===== config.mk =====
export PLATFORM = sky130hd
export DESIGN_NAME = i2c_mon_slave
export DESIGN_NICKNAME = d
export VERILOG_FILES = /design/src/rtl/i2c_mon_pkg.sv /design/src/rtl/i2c_mon_edges.sv /design/src/rtl/i2c_mon_ctrl.sv /design/src/rtl/i2c_mon_slave.sv
export SDC_FILE = /design/constraint.sdc
export NUM_CORES = 1
export LEC_CHECK = 0
export BUFFER_PORTS_ARGS = -buffer_cell sky130_fd_sc_hd__buf_4
export CAP_MARGIN = 5
export CORE_MARGIN = 4
export CORE_UTILIZATION = 58
export CTS_CLUSTER_DIAMETER = 200
export CTS_CLUSTER_SIZE = 25
export DETAILED_ROUTE_END_ITERATION = 7
export GPL_ROUTABILITY_DRIVEN = 1
export HOLD_SLACK_MARGIN = 0.08
export PLACE_DENSITY = 0.84
export SLEW_MARGIN = 20
export SYNTH_ARGS = -nofsm -noshare
export SYNTH_HDL_FRONTEND = slang
export SYNTH_SLANG_ARGS = --single-unit

===== constraint.sdc =====
create_clock -name clk_i -period 3.3 [get_ports clk_i]
set_input_delay 0 -clock clk_i [delete_from_list [all_inputs] [get_ports clk_i]]
set_output_delay 0 -clock clk_i [all_outputs]
set_load 0.01 [all_outputs]

===== src/rtl/i2c_mon_pkg.sv =====
package i2c_mon_pkg;
  localparam int BYTE_W = 8;
  localparam int ADDR_W = 7;
  localparam int CNT_W  = $clog2(BYTE_W + 1);

  localparam int CTL_RTI = 6;
  localparam int CTL_GCN = 5;
  localparam int CTL_NAK = 4;
  localparam int CTL_MON = 3;
  localparam int CTL_CLR = 0;

  typedef enum logic [2:0] {
    ST_IDLE, ST_ADDR, ST_RX, ST_TX, ST_ACK, ST_MACK, ST_HOLD
  } st_e;
endpackage


===== src/rtl/i2c_mon_edges.sv =====
module i2c_mon_edges (
  input  logic clk_i,
  input  logic rst_ni,
  input  logic scl_i,
  input  logic sda_i,
  output logic scl_rise_o,
  output logic scl_fall_o,
  output logic start_o,
  output logic stop_o
);
  logic scl_q, sda_q;

  always_ff @(posedge clk_i or negedge rst_ni) begin
    if (!rst_ni) begin
      scl_q <= 1'b1;
      sda_q <= 1'b1;
    end else begin
      scl_q <= scl_i;
      sda_q <= sda_i;
    end
  end

  assign scl_rise_o = scl_i & ~scl_q;
  assign scl_fall_o = ~scl_i & scl_q;
  assign start_o    = scl_i & scl_q & sda_q & ~sda_i;
  assign stop_o     = scl_i & scl_q & ~sda_q & sda_i;
endmodule


===== src/rtl/i2c_mon_ctrl.sv =====
module i2c_mon_ctrl
  import i2c_mon_pkg::*;
(
  input  logic              clk_i,
  input  logic              rst_ni,
  input  logic              we_i,
  input  logic [BYTE_W-1:0] wdata_i,
  input  logic              rti_consume_i,
  output logic [BYTE_W-1:0] rdata_o,
  output logic              rti_o,
  output logic              gcn_o,
  output logic              nak_o,
  output logic              mon_o,
  output logic              clr_o
);
  logic rti_q, gcn_q, nak_q, mon_q, clr_q;

  always_ff @(posedge clk_i or negedge rst_ni) begin
    if (!rst_ni) begin
      rti_q <= 1'b0;
      gcn_q <= 1'b0;
      nak_q <= 1'b0;
      mon_q <= 1'b0;
      clr_q <= 1'b1;
    end else if (we_i) begin
      rti_q <= wdata_i[CTL_RTI];
      gcn_q <= wdata_i[CTL_GCN];
      nak_q <= wdata_i[CTL_NAK];
      mon_q <= wdata_i[CTL_MON];
      clr_q <= wdata_i[CTL_CLR];
    end else if (rti_consume_i) begin
      rti_q <= 1'b0;
    end
  end

  always_comb begin
    rdata_o          = '0;
    rdata_o[CTL_RTI] = rti_q;
    rdata_o[CTL_GCN] = gcn_q;
    rdata_o[CTL_NAK] = nak_q;
    rdata_o[CTL_MON] = mon_q;
    rdata_o[CTL_CLR] = clr_q;
  end

  assign rti_o = rti_q;
  assign gcn_o = gcn_q;
  assign nak_o = nak_q;
  assign mon_o = mon_q;
  assign clr_o = clr_q;

  // consumed return-to-inactive bit reads back as 0
  a_r10_rti_self_clear: assert property (@(posedge clk_i) disable iff (!rst_ni)
    (rti_consume_i && !we_i) |=> !rti_q);
endmodule


===== src/rtl/i2c_mon_slave.sv =====
module i2c_mon_slave
  import i2c_mon_pkg::*;
(
  input  logic              clk_i,
  input  logic              rst_ni,
  input  logic              scl_i,
  input  logic              sda_i,
  output logic              scl_pd_o,
  output logic              sda_pd_o,
  input  logic              reg_we_i,
  input  logic [BYTE_W-1:0] reg_wdata_i,
  output logic [BYTE_W-1:0] reg_rdata_o,
  input  logic [ADDR_W-1:0] own_addr_i,
  output logic [BYTE_W-1:0] rx_data_o,
  input  logic [BYTE_W-1:0] tx_data_i,
  input  logic              irq_clr_i,
  output logic              irq_o,
  output logic              active_o
);
  logic scl_rise, scl_fall, start_det, stop_det;
  logic rti, gcn, nak, mon, clr, rti_consume;

  st_e              st_q;
  logic [CNT_W-1:0] cnt_q;
  logic [BYTE_W-1:0] sh_q, tx_q, rx_q;
  logic ack_q, rd_q, mnak_q, irq_q, active_q;
  logic clr_evt;

  i2c_mon_edges u_edges (
    .clk_i      (clk_i),
    .rst_ni     (rst_ni),
    .scl_i      (scl_i),
    .sda_i      (sda_i),
    .scl_rise_o (scl_rise),
    .scl_fall_o (scl_fall),
    .start_o    (start_det),
    .stop_o     (stop_det)
  );

  i2c_mon_ctrl u_ctrl (
    .clk_i         (clk_i),
    .rst_ni        (rst_ni),
    .we_i          (reg_we_i),
    .wdata_i       (reg_wdata_i),
    .rti_consume_i (rti_consume),
    .rdata_o       (reg_rdata_o),
    .rti_o         (rti),
    .gcn_o         (gcn),
    .nak_o         (nak),
    .mon_o         (mon),
    .clr_o         (clr)
  );

  assign clr_evt     = irq_clr_i & irq_q;
  assign rti_consume = clr_evt & rti & ~clr & ~start_det & ~stop_det;

  // address decision inputs, evaluated at the end of the eighth bit
  logic addr_gc, addr_own;
  assign addr_gc  = (sh_q == '0);
  assign addr_own = (sh_q[BYTE_W-1:1] == own_addr_i);

  always_ff @(posedge clk_i or negedge rst_ni) begin
    if (!rst_ni) begin
      st_q <= ST_IDLE; cnt_q <= '0; sh_q <= '0; tx_q <= '0; rx_q <= '0;
      ack_q <= 1'b0; rd_q <= 1'b0; mnak_q <= 1'b0; irq_q <= 1'b0; active_q <= 1'b0;
    end else if (clr) begin
      st_q <= ST_IDLE; cnt_q <= '0; ack_q <= 1'b0; rd_q <= 1'b0;
      mnak_q <= 1'b0; irq_q <= 1'b0; active_q <= 1'b0;
    end else if (stop_det) begin
      st_q <= ST_IDLE; cnt_q <= '0; active_q <= 1'b0; ack_q <= 1'b0;
    end else if (start_det) begin
      st_q <= ST_ADDR; cnt_q <= '0; ack_q <= 1'b0;
    end else begin
      if (clr_evt) begin
        irq_q <= 1'b0;
        if (!rti && st_q == ST_HOLD) begin
          cnt_q <= '0;
          if (rd_q && mnak_q) st_q <= ST_IDLE;
          else if (rd_q) begin st_q <= ST_TX; tx_q <= tx_data_i; end
          else st_q <= ST_RX;
        end
      end
      case (st_q)
        ST_ADDR, ST_RX: begin
          if (scl_rise) begin
            sh_q  <= {sh_q[BYTE_W-2:0], sda_i};
            cnt_q <= cnt_q + 1'b1;
          end else if (scl_fall && cnt_q == CNT_W'(BYTE_W)) begin
            cnt_q <= '0;
            if (st_q == ST_RX) begin
              rx_q  <= sh_q;
              ack_q <= ~nak & ~mon;
              st_q  <= ST_ACK;
            end else if (mon) begin
              rx_q <= {sh_q[BYTE_W-1:1], 1'b0};
              ack_q <= 1'b0; rd_q <= 1'b0; mnak_q <= 1'b0; active_q <= 1'b1;
              st_q <= ST_ACK;
            end else if ((addr_gc && !gcn) || (!addr_gc && addr_own && !nak)) begin
              rx_q <= sh_q;
              ack_q <= 1'b1; rd_q <= sh_q[0] & ~addr_gc; mnak_q <= 1'b0; active_q <= 1'b1;
              st_q <= ST_ACK;
            end else begin
              st_q <= ST_IDLE;
            end
          end
        end
        ST_ACK: if (scl_fall) begin
          ack_q <= 1'b0;
          irq_q <= 1'b1;
          st_q  <= mon ? ST_RX : ST_HOLD;
        end
        ST_TX: begin
          if (scl_rise) cnt_q <= cnt_q + 1'b1;
          else if (scl_fall) begin
            if (cnt_q == CNT_W'(BYTE_W)) begin cnt_q <= '0; st_q <= ST_MACK; end
            else tx_q <= {tx_q[BYTE_W-2:0], 1'b1};
          end
        end
        ST_MACK: begin
          if (scl_rise) mnak_q <= sda_i;
          else if (scl_fall) begin irq_q <= 1'b1; st_q <= ST_HOLD; end
        end
        default: ;
      endcase
      if (rti_consume) st_q <= ST_IDLE;
    end
  end

  assign scl_pd_o = (st_q == ST_HOLD);
  assign sda_pd_o = (st_q == ST_ACK && ack_q) || (st_q == ST_TX && !tx_q[BYTE_W-1]);
  assign irq_o    = irq_q;
  assign active_o = active_q;
  assign rx_data_o = rx_q;

  // clear bit leaves the lines released and no interrupt
  a_r2_clear_quiet: assert property (@(posedge clk_i) disable iff (!rst_ni)
    clr |=> (!sda_pd_o && !scl_pd_o && !irq_o));
  // clock is stretched only while an interrupt is pending
  a_r8_stretch_pending: assert property (@(posedge clk_i) disable iff (!rst_ni)
    scl_pd_o |-> irq_o);
  // interrupt rises only at the end of an acknowledge interval
  a_r6_irq_after_ack: assert property (@(posedge clk_i) disable iff (!rst_ni)
    $rose(irq_o) |-> ($past(st_q) == ST_ACK || $past(st_q) == ST_MACK));
  // SDA drive changes only while SCL is low
  a_r12_sda_scl_low: assert property (@(posedge clk_i) disable iff (!rst_ni || clr)
    $changed(sda_pd_o) |-> !$past(scl_i));
endmodule


==> results by group, run 1 <==
Yosys
  – Synth area leaders: dfrtp_1 43%, mux2_2 9.7%, dfstp_2 3.4%
  – Flops & latches, synth: 43
  – Top-count cell post-synth: dfrtp_1
  – Cell taking the most area after synthesis: dfrtp_1
  – Sequential-to-total area share from yosys stat: 46.70%
  – Unique masters post-synth: 47
  – Synth Flop Type: dfrtp_1
  – Post-synth EDFFs: 0
  – Mapped Cells: 221
  – Syn Std Cell Area: 2312 um^2
  – Leading cell types by count after synthesis: 40 x dfrtp_1, 20 x mux2_2, 16 x nand2_1
  – Synth warnings: 0
  – Mean Syn Cell Area: 10.46 um^2
  – Async S/R FF share, synth: 100.0%
  – Top cell type's share of synthesized area: 43.29%

Timing
  – Endpoints failing setup: 0
  – Max Slew Vio Count: 0
  – Final Hold Vio Count: 0
  – RSZ-0062 raised after global routing: no
  – Worst-margin pin slew: 0.6839 ns
  – Final period util: 68.59%
  – Slew margin rel.: 54.16%
  – Clock Skew: 0.009388 ns
  – Maximum clock rate: 441.8 MHz
  – Setup TNS: 0 ns
  – Post-route minimum period: 2.264 ns

Setup path
  – CP endpoint kind: register
  – CP max FO: 11
  – Worst endpoint data arrival time: 2.50 ns
  – Crit path required time: 3.53 ns
  – Crit Path Class: register to register
  – Crit start category: register

Power
  – Leakage: 1.363 nW
  – Peak supply drop: 0.0002941 V
  – PD cells: 411.4 nW/um^2
  – Power Total: 0.001234 W

Global route
  – Largest net degree at the start of global routing: 44
  – Vias in the first global route: 1967
  – Total Routing Usage GR: 23.36%
  – Initial antenna violation count: 0
  – Global-route wire length before repair: 9.356 mm
  – Gr ovfl total: 0

Final layout
  – Fillcell total: 242
  – Diode count: 0
  – Synth-to-Final Area Change: 29.71%
  – Share of post-route cells with drive strength above 1: 28.07%
  – Final net count: 315
  – Post-route cell area: 2999 um^2

Floorplan
  – Rows: 22
  – Initial Utilization: 61.76%
  – Die Span X: 71.14 um
  – Core area: 3744 um^2
  – Die area: 5061 um^2
  – Die outline height: 71.14 um
  – IO Count: 49

Clock network
  – Clock tree sinks: 43
  – Skew-Pair Late Insertion Delay: 0.30 ns
  – Hold buffers post-CTS: 25
  – Post_cts resized: 0
  – H-tree Lvls: 2
  – Max Root-Sink Buffers: 2
  – Worst-path clk slew: 0.08 ns
  – # Post-CTS Setup Buffers: 0
  – Total CTS buffers: 5
  – CTS tree: yes
  – Root buf cell: clkbuf_8

Route
  – Routed WL: 5.582 mm
  – Drt first pass iters: 4
  – Detailed-route via count: 1941
  – Drt drc: 0
  – Iteration-0 DRC Markers: 155
  – Routed len/inst: 16.76 um
  – Routed Antenna Nets: 0
  – Via/cell ratio: 5.829

Placement
  – PortBufs: 42
  – DP Area: 2616 um^2
  – Hpwl dp: 3.669 mm
  – GP Congestion: 0.8682

Flow run
  – Max-capacitance violation count: 0

Status
  – Status: finished clean

Min path
  – HP Class: input pin to asynchronous set/reset pin
routing by layer:
metal / part of all wire [%] / track usage [%] / vias up
li1: - / - / 913
met2: 52 / 40.10 / 72
met1: 41 / 30.07 / 947
met5: 0 / 0 / -
met4: 1.1 / 6.054 / 0
met3: 5.8 / 4.688 / 9
sequential cells by signal, indices dropped and copies added (netlist names), 3 cells and up:
register and cells:
st_q 3, tx_q 8, sh_q 8, cnt_q 4, rx_data_o 8
critical path, stage by stage (launching register included):
cell,delay [ns]
dfrtp_1,0.51
nand2b_1,0.27
nor3_1,0.41
nand4_1,0.46
nand2_1,0.39
o21a_1,0.16
cells by family (layout without fill, tap and decap cells):
logic type / after synthesis / after routing / synth area share [%]
AND/OR/NAND/NOR: 66 / 66 / 15.69
AO/OA/AOI/OAI: 55 / 55 / 17.42
flip-flops: 43 / 43 / 46.70
buffers and inverters: 24 / 86 / 5.357
multiplexers: 21 / 21 / 10.17
XOR/XNOR: 9 / 9 / 3.409
adder cells (fa/ha/maj): 2 / 2 / 1.082
other: 1 / 3 / 0.1622
report_power, final:
part / switching, W / internal, W / total [W] / leakage [nW]
clock network: 0.000175 / 0.000302 / 0.000477 / 0.0654
registers: 0.0000289 / 0.000547 / 0.000576 / 0.569
logic: 0.0000845 / 0.0000961 / 0.000181 / 0.729
cell type report:
type / count / area, um^2 / area share, %
clock buffers: 6 / 72.57 / 2.420
clock inverters: 2 / 60.06 / 2.003
inverters: 10 / 37.54 / 1.252
multi-input cells: 156 / 1116 / 37.21
flip-flops and latches: 43 / 1080 / 36.00
well taps: 48 / 60.06 / 2.003
repair buffers: 68 / 573.1 / 19.11
cell usage in the layout, fill, tap and decap left out, drive strengths merged, types with 4 or more instances in the layout:
cell type    synthesis  layout
buf                 11      43
dfrtp               40      40
dlygate4sd3          0      25
mux2                20      20
nand2               16      16
a21oi               11      11
o21ai               11      11
inv                 10      10
nand3                9       9
nor2                 9       9
o21a                 8       8
o22a                 7       7
nand2b               6       6
clkbuf               3       6
xnor2                5       5
nor2b                4       4
xor2                 4       4
a31oi                4       4
nor3                 4       4
final timing paths:
kind	start	to	slack (ns)	depth (start not counted)
setup / recovery	st_q[0]$_DFF_PN0_	tx_q[3]$_DFFE_PN0P_	1.04	5
hold / removal	rst_ni	tx_q[2]$_DFFE_PN0P_	0.22	2
setup reg to reg	st_q[0]$_DFF_PN0_	tx_q[3]$_DFFE_PN0P_	1.04	5
hold reg to reg	tx_q[6]$_DFFE_PN0P_	tx_q[6]$_DFFE_PN0P_	0.50	1
max in group asynchronous	rst_ni	u_edges.scl_q$_DFF_PN1_	2.70	2
min in group clk_i	own_addr_i[4]	rd_q$_DFFE_PN0P_	0.27	6
stage by stage:
step	util [%]	hold slack, ns	std cells	setup slack, ns
5_1_grt	80.11	0.2748	333	0.8059
3_3_place_gp	69.89	0.01817	300	1.138
3_5_place_dp	69.89	0.01694	300	1.112
4_1_cts	80.11	0.2348	333	1.082
2_1_floorplan	-	-0.2956	223	1.335
6_report	80.11	0.2237	333	1.036
Note: power is estimated with default switching activity, not from simulation.
==> run 2: changes to the inputs <==
CORE_UTILIZATION = 49   (was 58)
PLACE_DENSITY = 0.76   (was 0.84)
clock period = 1.88 ns   (was 3.3 ns; I/O delays follow)
==> run 2 against run 1 <==
  * The run now ends with setup timing left
  * Sequential share of layout area shrank 4.3 points
  * Wire length grew 24%
  * Non-clock buffer count is 40 higher
  * Flip-flop and latch count did not move
  * Critical path depth up 1
  * Via count rose by 11%
  * Fmax increased by 5.3%
  * First-iteration DRC count up 1.3%
  * Worst setup slack worse by 1.3 ns
  * Clock power rose by 56%
  * Global-route usage is 0.58 points lower
  * Design area rose by 14%
  * Critical endpoint is now ack_q$_DFFE_PN0P_
==> results by group, run 2 (synthesis gave the netlist of run 1 again) <==
Timing
  – Final Hold Vio Count: 0 (unchanged)
  – Final worst slack: -0.2690 ns (-1.305 ns)
  – Post-route minimum period: 2.149 ns (-0.1146 ns)
  – Hold_ws: 0.2397 ns (+0.01599 ns)
  – RSZ-0062 raised after global routing: yes
  – Max Slew Vio Count: 0 (unchanged)
  – Final period util: 114.3% (+46 points)
  – Clock Skew: 0.006898 ns (-0.002490 ns)
  – Worst-margin pin slew: 0.5602 ns (-0.1237 ns)
  – Maximum clock rate: 465.3 MHz (+5.3%)
  – Endpoints failing setup: 13 (+13)
  – Slew margin rel.: 62.65% (+8.5 points)

Power
  – Power Total: 0.002188 W (+77%)
  – Leakage: 1.594 nW (+17%)
  – PD cells: 641.6 nW/um^2 (+56%)
  – Peak supply drop: 0.0006119 V (+110%)

Floorplan
  – Core area: 4474 um^2 (+20%)
  – IO Count: 49 (unchanged)
  – Die outline height: 76.70 um (+7.8%)
  – Rows: 24 (+9.1%)
  – Initial Utilization: 51.68% (-10 points)
  – Die area: 5882 um^2 (+16%)
  – Die Span X: 76.70 um (+7.8%)

Min path
  – HP Class: input pin to asynchronous set/reset pin

Setup path
  – Cell Chain, Critical Path: xor2_2, or4_4, o311ai_4, buf_4, o41ai_2, mux2_2
  – Flop-to-flop setup slack: -0.27 ns (-1.31 ns)
  – Reg2reg start: sh_q[4]$_DFFE_PN0P_
  – Reg2Reg Capture Point: ack_q$_DFFE_PN0P_
  – Max incr delay on CP: 0.56 ns (+0.05 ns)
  – Register-to-Register Path Depth: 6 (+1)
  – Crit path required time: 2.07 ns (-1.46 ns)
  – Worst path slowest cell: or4_4
  – CP max FO: 3 (-8)
  – Crit Path Class: register to register
  – WP buf/inv: 1 (+1)
  – CP top delay family: simple AND/OR/NAND/NOR gates
  – Worst endpoint data arrival time: 2.34 ns (-0.16 ns)
  – Crit start category: register
  – CP endpoint kind: register

Route
  – Iteration-0 DRC Markers: 157 (+1.3%)
  – Routed len/inst: 18.30 um (+9.1%)
  – Via/cell ratio: 5.688 (-2.4%)
  – Routed Antenna Nets: 0 (unchanged)
  – Routed WL: 6.916 mm (+24%)
  – Detailed-route via count: 2150 (+11%)
  – Drt first pass iters: 4 (unchanged)
  – Drt drc: 0 (unchanged)

Clock network
  – CTS tree: yes
  – Total CTS buffers: 5 (unchanged)
  – Skew-Pair Late Insertion Delay: 0.30 ns (about the same)
  – Worst-path clk slew: 0.08 ns (about the same)
  – H-tree Lvls: 2 (unchanged)
  – Max Root-Sink Buffers: 2 (unchanged)
  – Root buf cell: clkbuf_8
  – Clock tree sinks: 43 (unchanged)

Global route
  – Gr ovfl total: 0 (unchanged)
  – Largest net degree at the start of global routing: 44 (unchanged)
  – Total Routing Usage GR: 22.79% (-0.58 points)
  – Global-route wire length before repair: 10.68 mm (+14%)
  – Initial antenna violation count: 0 (unchanged)
  – Vias in the first global route: 2208 (+12%)

Final layout
  – Post-Layout Cell Count: 378 (+14%)
  – Most common cell after layout, fill and taps aside: buf_4
  – Share of post-route cells with drive strength above 1: 42.64% (+15 points)
  – Post-route cell area: 3411 um^2 (+14%)
  – Fillcell total: 286 (+18%)
  – Synth-to-Final Area Change: 47.51%
  – Commonest cells after routing, fill and taps aside: 81 x buf_4, 39 x dfrtp_1, 25 x dlygate4sd3_1, 20 x mux2_2, 15 x nand2_1
  – Final net count: 356 (+13%)
  – Diode count: 0 (unchanged)

Placement
  – DP Worst Slack: -0.2431 ns (-1.355 ns)
  – PortBufs: 42 (unchanged)
  – GP Congestion: 0.9108 (+4.9%)
  – DP Area: 2850 um^2 (+8.9%)
  – Placed Cells: 333 (+11%)
  – Hpwl dp: 4.300 mm (+17%)

Flow run
  – Max-capacitance violation count: 0 (unchanged)

Status
  – Status: complete, but fails checks
  – Failing checks: setup timing
-- run 2: cell count changes in the layout (fill, tap and decap cells not counted), moves of 2 or more --
cell and delta:
buf_4 +38, buf_6 +2, nor2b_1 -2, nor4_1 -2
o21ai_0 -2, o21ai_2 +2, or4b_4 +2
-- run 2: repair_timing --
item	CTS	global route
buffers inserted	3	9
gates cloned	0	1
gates resized for setup	8	16
hold endpoints to repair	60	0
setup endpoints to repair	15	21
hold buffers	25	0
pin swaps	2	13
-- run 2: through the flow --
step / utilization, % / TNS (ns)
2_1_floorplan: - / -0.5266
3_3_place_gp: 63.70 / -0.9333
3_5_place_dp: 63.70 / -1.589
4_1_cts: 72.99 / -1.215
5_1_grt: 76.23 / -3.452
6_report: 76.23 / -2.713
-- run 2: routing by layer --
metal / global-route usage (%) / vias up / part of all wire, %
met1: 26.12 / 1042 / 39
met4: 8.152 / 0 / 2.8
met3: 4.567 / 21 / 4.9
met5: 0 / - / 0
met2: 41.72 / 89 / 53
li1: - / 998 / -
-- run 2: report_power, final --
part           switching [W]  total, W  internal, W
sequential         0.0000347  0.000995     0.000960
combinational       0.000206  0.000448     0.000241
clock               0.000316  0.000746     0.000430
-- run 2: worst max path at each step --
stage | startpoint | end | cells past startpoint
floorplan | sh_q[6]$_DFFE_PN0P_ | rx_data_o[1]$_DFFE_PN0P_ | 5
global route | sh_q[4]$_DFFE_PN0P_ | rx_data_o[4]$_DFFE_PN0P_ | 5
CTS | sh_q[4]$_DFFE_PN0P_ | rx_data_o[7]$_DFFE_PN0P_ | 5
global placement | sh_q[6]$_DFFE_PN0P_ | rx_data_o[7]$_DFFE_PN0P_ | 5
finish | sh_q[4]$_DFFE_PN0P_ | ack_q$_DFFE_PN0P_ | 6
detailed placement | sh_q[4]$_DFFE_PN0P_ | ack_q$_DFFE_PN0P_ | 6
-- run 2: final cells by class --
cell class	instances	area, um^2	area share (%)
repair buffers	108	880.8	25.83
well taps	52	65.06	1.908
flip-flops and latches	43	1081	31.69
clock buffers	6	82.58	2.421
clock inverters	2	35.03	1.027
multi-input cells	157	1229	36.02
inverters	10	37.54	1.101
==> run 3: changes to the inputs <==
SETUP_SLACK_MARGIN = 0.2   (was default)
==> run 3 against run 2 <==
  * The run still ends with setup timing left
  * Critical endpoint is now rx_data_o[6]$_DFFE_PN0P_
  * Worst hold slack worse by 0.023 ns
  * Critical path type unchanged
  * Design area up 1.1%
  * Sequential power about the same
  * Fmax up 4.1%
  * Via count down 2.2%
  * First-iteration DRC count up 14%
==> results by group, run 3 (synthesis gave the netlist of run 1 again) <==
Global route
  – Initial antenna violation count: 0 (unchanged)
  – Global-route wire length before repair: 10.20 mm (-4.5%)
  – Gr ovfl total: 0 (unchanged)
  – Largest net degree at the start of global routing: 44 (unchanged)
  – Total Routing Usage GR: 21.28% (-1.5 points)
  – Vias in the first global route: 2145 (-2.9%)

Setup path
  – Reg2Reg Capture Point: rx_data_o[6]$_DFFE_PN0P_
  – Flop-to-flop setup slack: -0.18 ns (+0.08 ns)
  – Worst path slowest cell: or4_4
  – Cell Chain, Critical Path: xor2_1, or4_4, o311ai_4, o211ai_4, mux2_4
  – CP Launch Point: sh_q[4]$_DFFE_PN0P_
  – CP max FO: 8 (+5)
  – Worst endpoint data arrival time: 2.26 ns (-0.08 ns)
  – Crit start category: register
  – Crit Path Class: register to register
  – Reg2reg start: sh_q[4]$_DFFE_PN0P_
  – CP endpoint kind: register
  – Max incr delay on CP: 0.52 ns (-0.04 ns)
  – Crit path required time: 2.07 ns (about the same)
  – Register-to-Register Path Depth: 5 (-1)

Route
  – Drt drc: 0 (unchanged)
  – DR top layer: met4
  – Detailed-route via count: 2102 (-2.2%)
  – Routed len/inst: 17.35 um (-5.2%)
  – Iteration-0 DRC Markers: 179 (+14%)
  – Metal2 WL: 3.364 mm (-9.1%)
  – Via/cell ratio: 5.590 (-1.7%)
  – Routed Antenna Nets: 0 (unchanged)
  – Met1 WL: 2.683 mm (+0.11%)
  – Drt first pass iters: 5 (+1)
  – Met3 WL post-DR: 362 um (+5.8%)
  – Routed WL: 6.525 mm (-5.7%)

Power
  – PD cells: 635.1 nW/um^2 (-1.0%)
  – Peak supply drop: 0.0006021 V (-1.6%)
  – Leakage: 1.605 nW (+0.65%)

Timing
  – Slew margin rel.: 63.07% (+0.42 points)
  – Worst-margin pin slew: 0.5539 ns (-0.006281 ns)
  – Clock Skew: 0.009417 ns (+0.002519 ns)
  – Max Slew Vio Count: 0 (unchanged)
  – Final Hold Vio Count: 0 (unchanged)
  – Post-route minimum period: 2.064 ns (-0.08475 ns)
  – Endpoints failing setup: 13 (unchanged)
  – Final period util: 109.8% (-4.5 points)
  – Maximum clock rate: 484.4 MHz (+4.1%)
  – RSZ-0062 raised after global routing: yes
  – Final worst slack: -0.1842 ns (+0.08475 ns)

Final layout
  – Synth-to-Final Area Change: 49.08%
  – Diode count: 0 (unchanged)
  – Multi-input logic area: 1267 um^2 (+3.2%)
  – Fillcell total: 297 (+3.8%)
  – Post-route cell area: 3447 um^2 (+1.1%)
  – Final net count: 354 (-0.56%)
  – Commonest cells after routing, fill and taps aside: 76 x buf_4, 39 x dfrtp_1, 24 x dlygate4sd3_1, 17 x mux2_2, 14 x nand2_1
  – Share of post-route cells with drive strength above 1: 44.14% (+1.5 points)
  – Post-Layout Cell Count: 376 (-0.53%)
  – FF+latch area: 1081 um^2 (unchanged)
  – Most common cell after layout, fill and taps aside: buf_4

Floorplan
  – Die area: 5882 um^2 (unchanged)
  – Die outline height: 76.70 um (unchanged)
  – Core area: 4474 um^2 (unchanged)
  – Initial Utilization: 51.68% (unchanged)
  – Rows: 24 (unchanged)
  – IO Count: 49 (unchanged)
  – Die Span X: 76.70 um (unchanged)

Clock network
  – Clock tree sinks: 43 (unchanged)
  – Skew-Pair Late Insertion Delay: 0.31 ns (about the same)
  – H-tree Lvls: 2 (unchanged)
  – CTS tree: yes
  – Root buf cell: clkbuf_8
  – Total CTS buffers: 5 (unchanged)
  – Worst-path clk slew: 0.09 ns (about the same)
  – Max Root-Sink Buffers: 2 (unchanged)

Placement
  – Placed Cells: 330 (-0.90%)
  – PortBufs: 42 (unchanged)
  – GP Congestion: 0.9373 (+2.9%)
  – Hpwl dp: 4.047 mm (-5.9%)
  – DP Area: 2838 um^2 (-0.44%)

Status
  – Status: complete, but fails checks
  – Failing checks: setup timing

Min path
  – HP Class: input pin to asynchronous set/reset pin

Flow run
  – Max-capacitance violation count: 0 (unchanged)
-- run 3: cell types whose count changed in the layout (fill, tap and decap cells not counted), sizes merged --
cell         delta
dlygate4sd3     -1
buf             -1
-- run 3: per-layer routing --
layer  track usage [%]  vias up
met5                 0        -
met4             7.609        0
met3             3.864       11
met2             37.28       82
met1             26.07     1016
li1                  -      993
-- run 3: final cells by class --
| cell class | instances | area share [%] |
|---|---|---|
| clock buffer | 6 | 2.396 |
| clock inverter | 2 | 1.016 |
| inverter | 10 | 1.089 |
| multi-input combinational | 157 | 36.77 |
| sequential | 43 | 31.36 |
| tap | 52 | 1.887 |
| timing repair buffer | 106 | 25.48 |
-- run 3: stage by stage --
stage / hold slack (ns) / TNS, ns / utilization, % / power, W / setup slack, ns
floorplan: -0.2956 / -0.5239 / - / 0.001187 / -0.07484
global placement: 0.02234 / -0.8748 / 63.42 / 0.001332 / -0.1207
detailed placement: 0.02986 / -1.400 / 63.42 / 0.001337 / -0.1785
CTS: 0.1906 / -1.567 / 72.93 / 0.002168 / -0.1669
global route: 0.2681 / -2.559 / 77.04 / 0.002284 / -0.2350
finish: 0.2164 / -1.652 / 77.04 / 0.002189 / -0.1842
-- run 3: worst max-delay path: cells and delay by family, from the launching register on --
| kind | cells | cell delay [ns] |
|---|---|---|
| flops | 1 | 0.42 |
| simple gates | 1 | 0.52 |
| compound gates | 2 | 0.50 |
| mux | 1 | 0.34 |
| xor+xnor | 1 | 0.18 |
-- run 3: what timing repair did --
item                                    4_1_cts  5_1_grt
hold endpoints to repair                     60        1
gates resized for setup                       9       25
hold buffers                                 24        1
pin swaps                                     9       13
buffers inserted                              3       10
endpoints found under the setup margin       29       32
gates cloned                                  1        0
-- run 3: worst max-delay path by stage --
stage / endpoint / slack, ns / cells past startpoint
3_3_place_gp: rx_data_o[7]$_DFFE_PN0P_ / -0.12 / 5
6_report: rx_data_o[6]$_DFFE_PN0P_ / -0.18 / 5
3_5_place_dp: rx_data_o[6]$_DFFE_PN0P_ / -0.18 / 6
5_1_grt: rx_data_o[6]$_DFFE_PN0P_ / -0.24 / 5
4_1_cts: ack_q$_DFFE_PN0P_ / -0.17 / 6
2_1_floorplan: rx_data_o[1]$_DFFE_PN0P_ / -0.07 / 5
-- run 3: report_power, final --
group / switching [W] / total, W / internal, W
Clock: 0.000328 / 0.000758 / 0.000430
Sequential: 0.0000348 / 0.000995 / 0.000960
Combinational: 0.000198 / 0.000436 / 0.000238
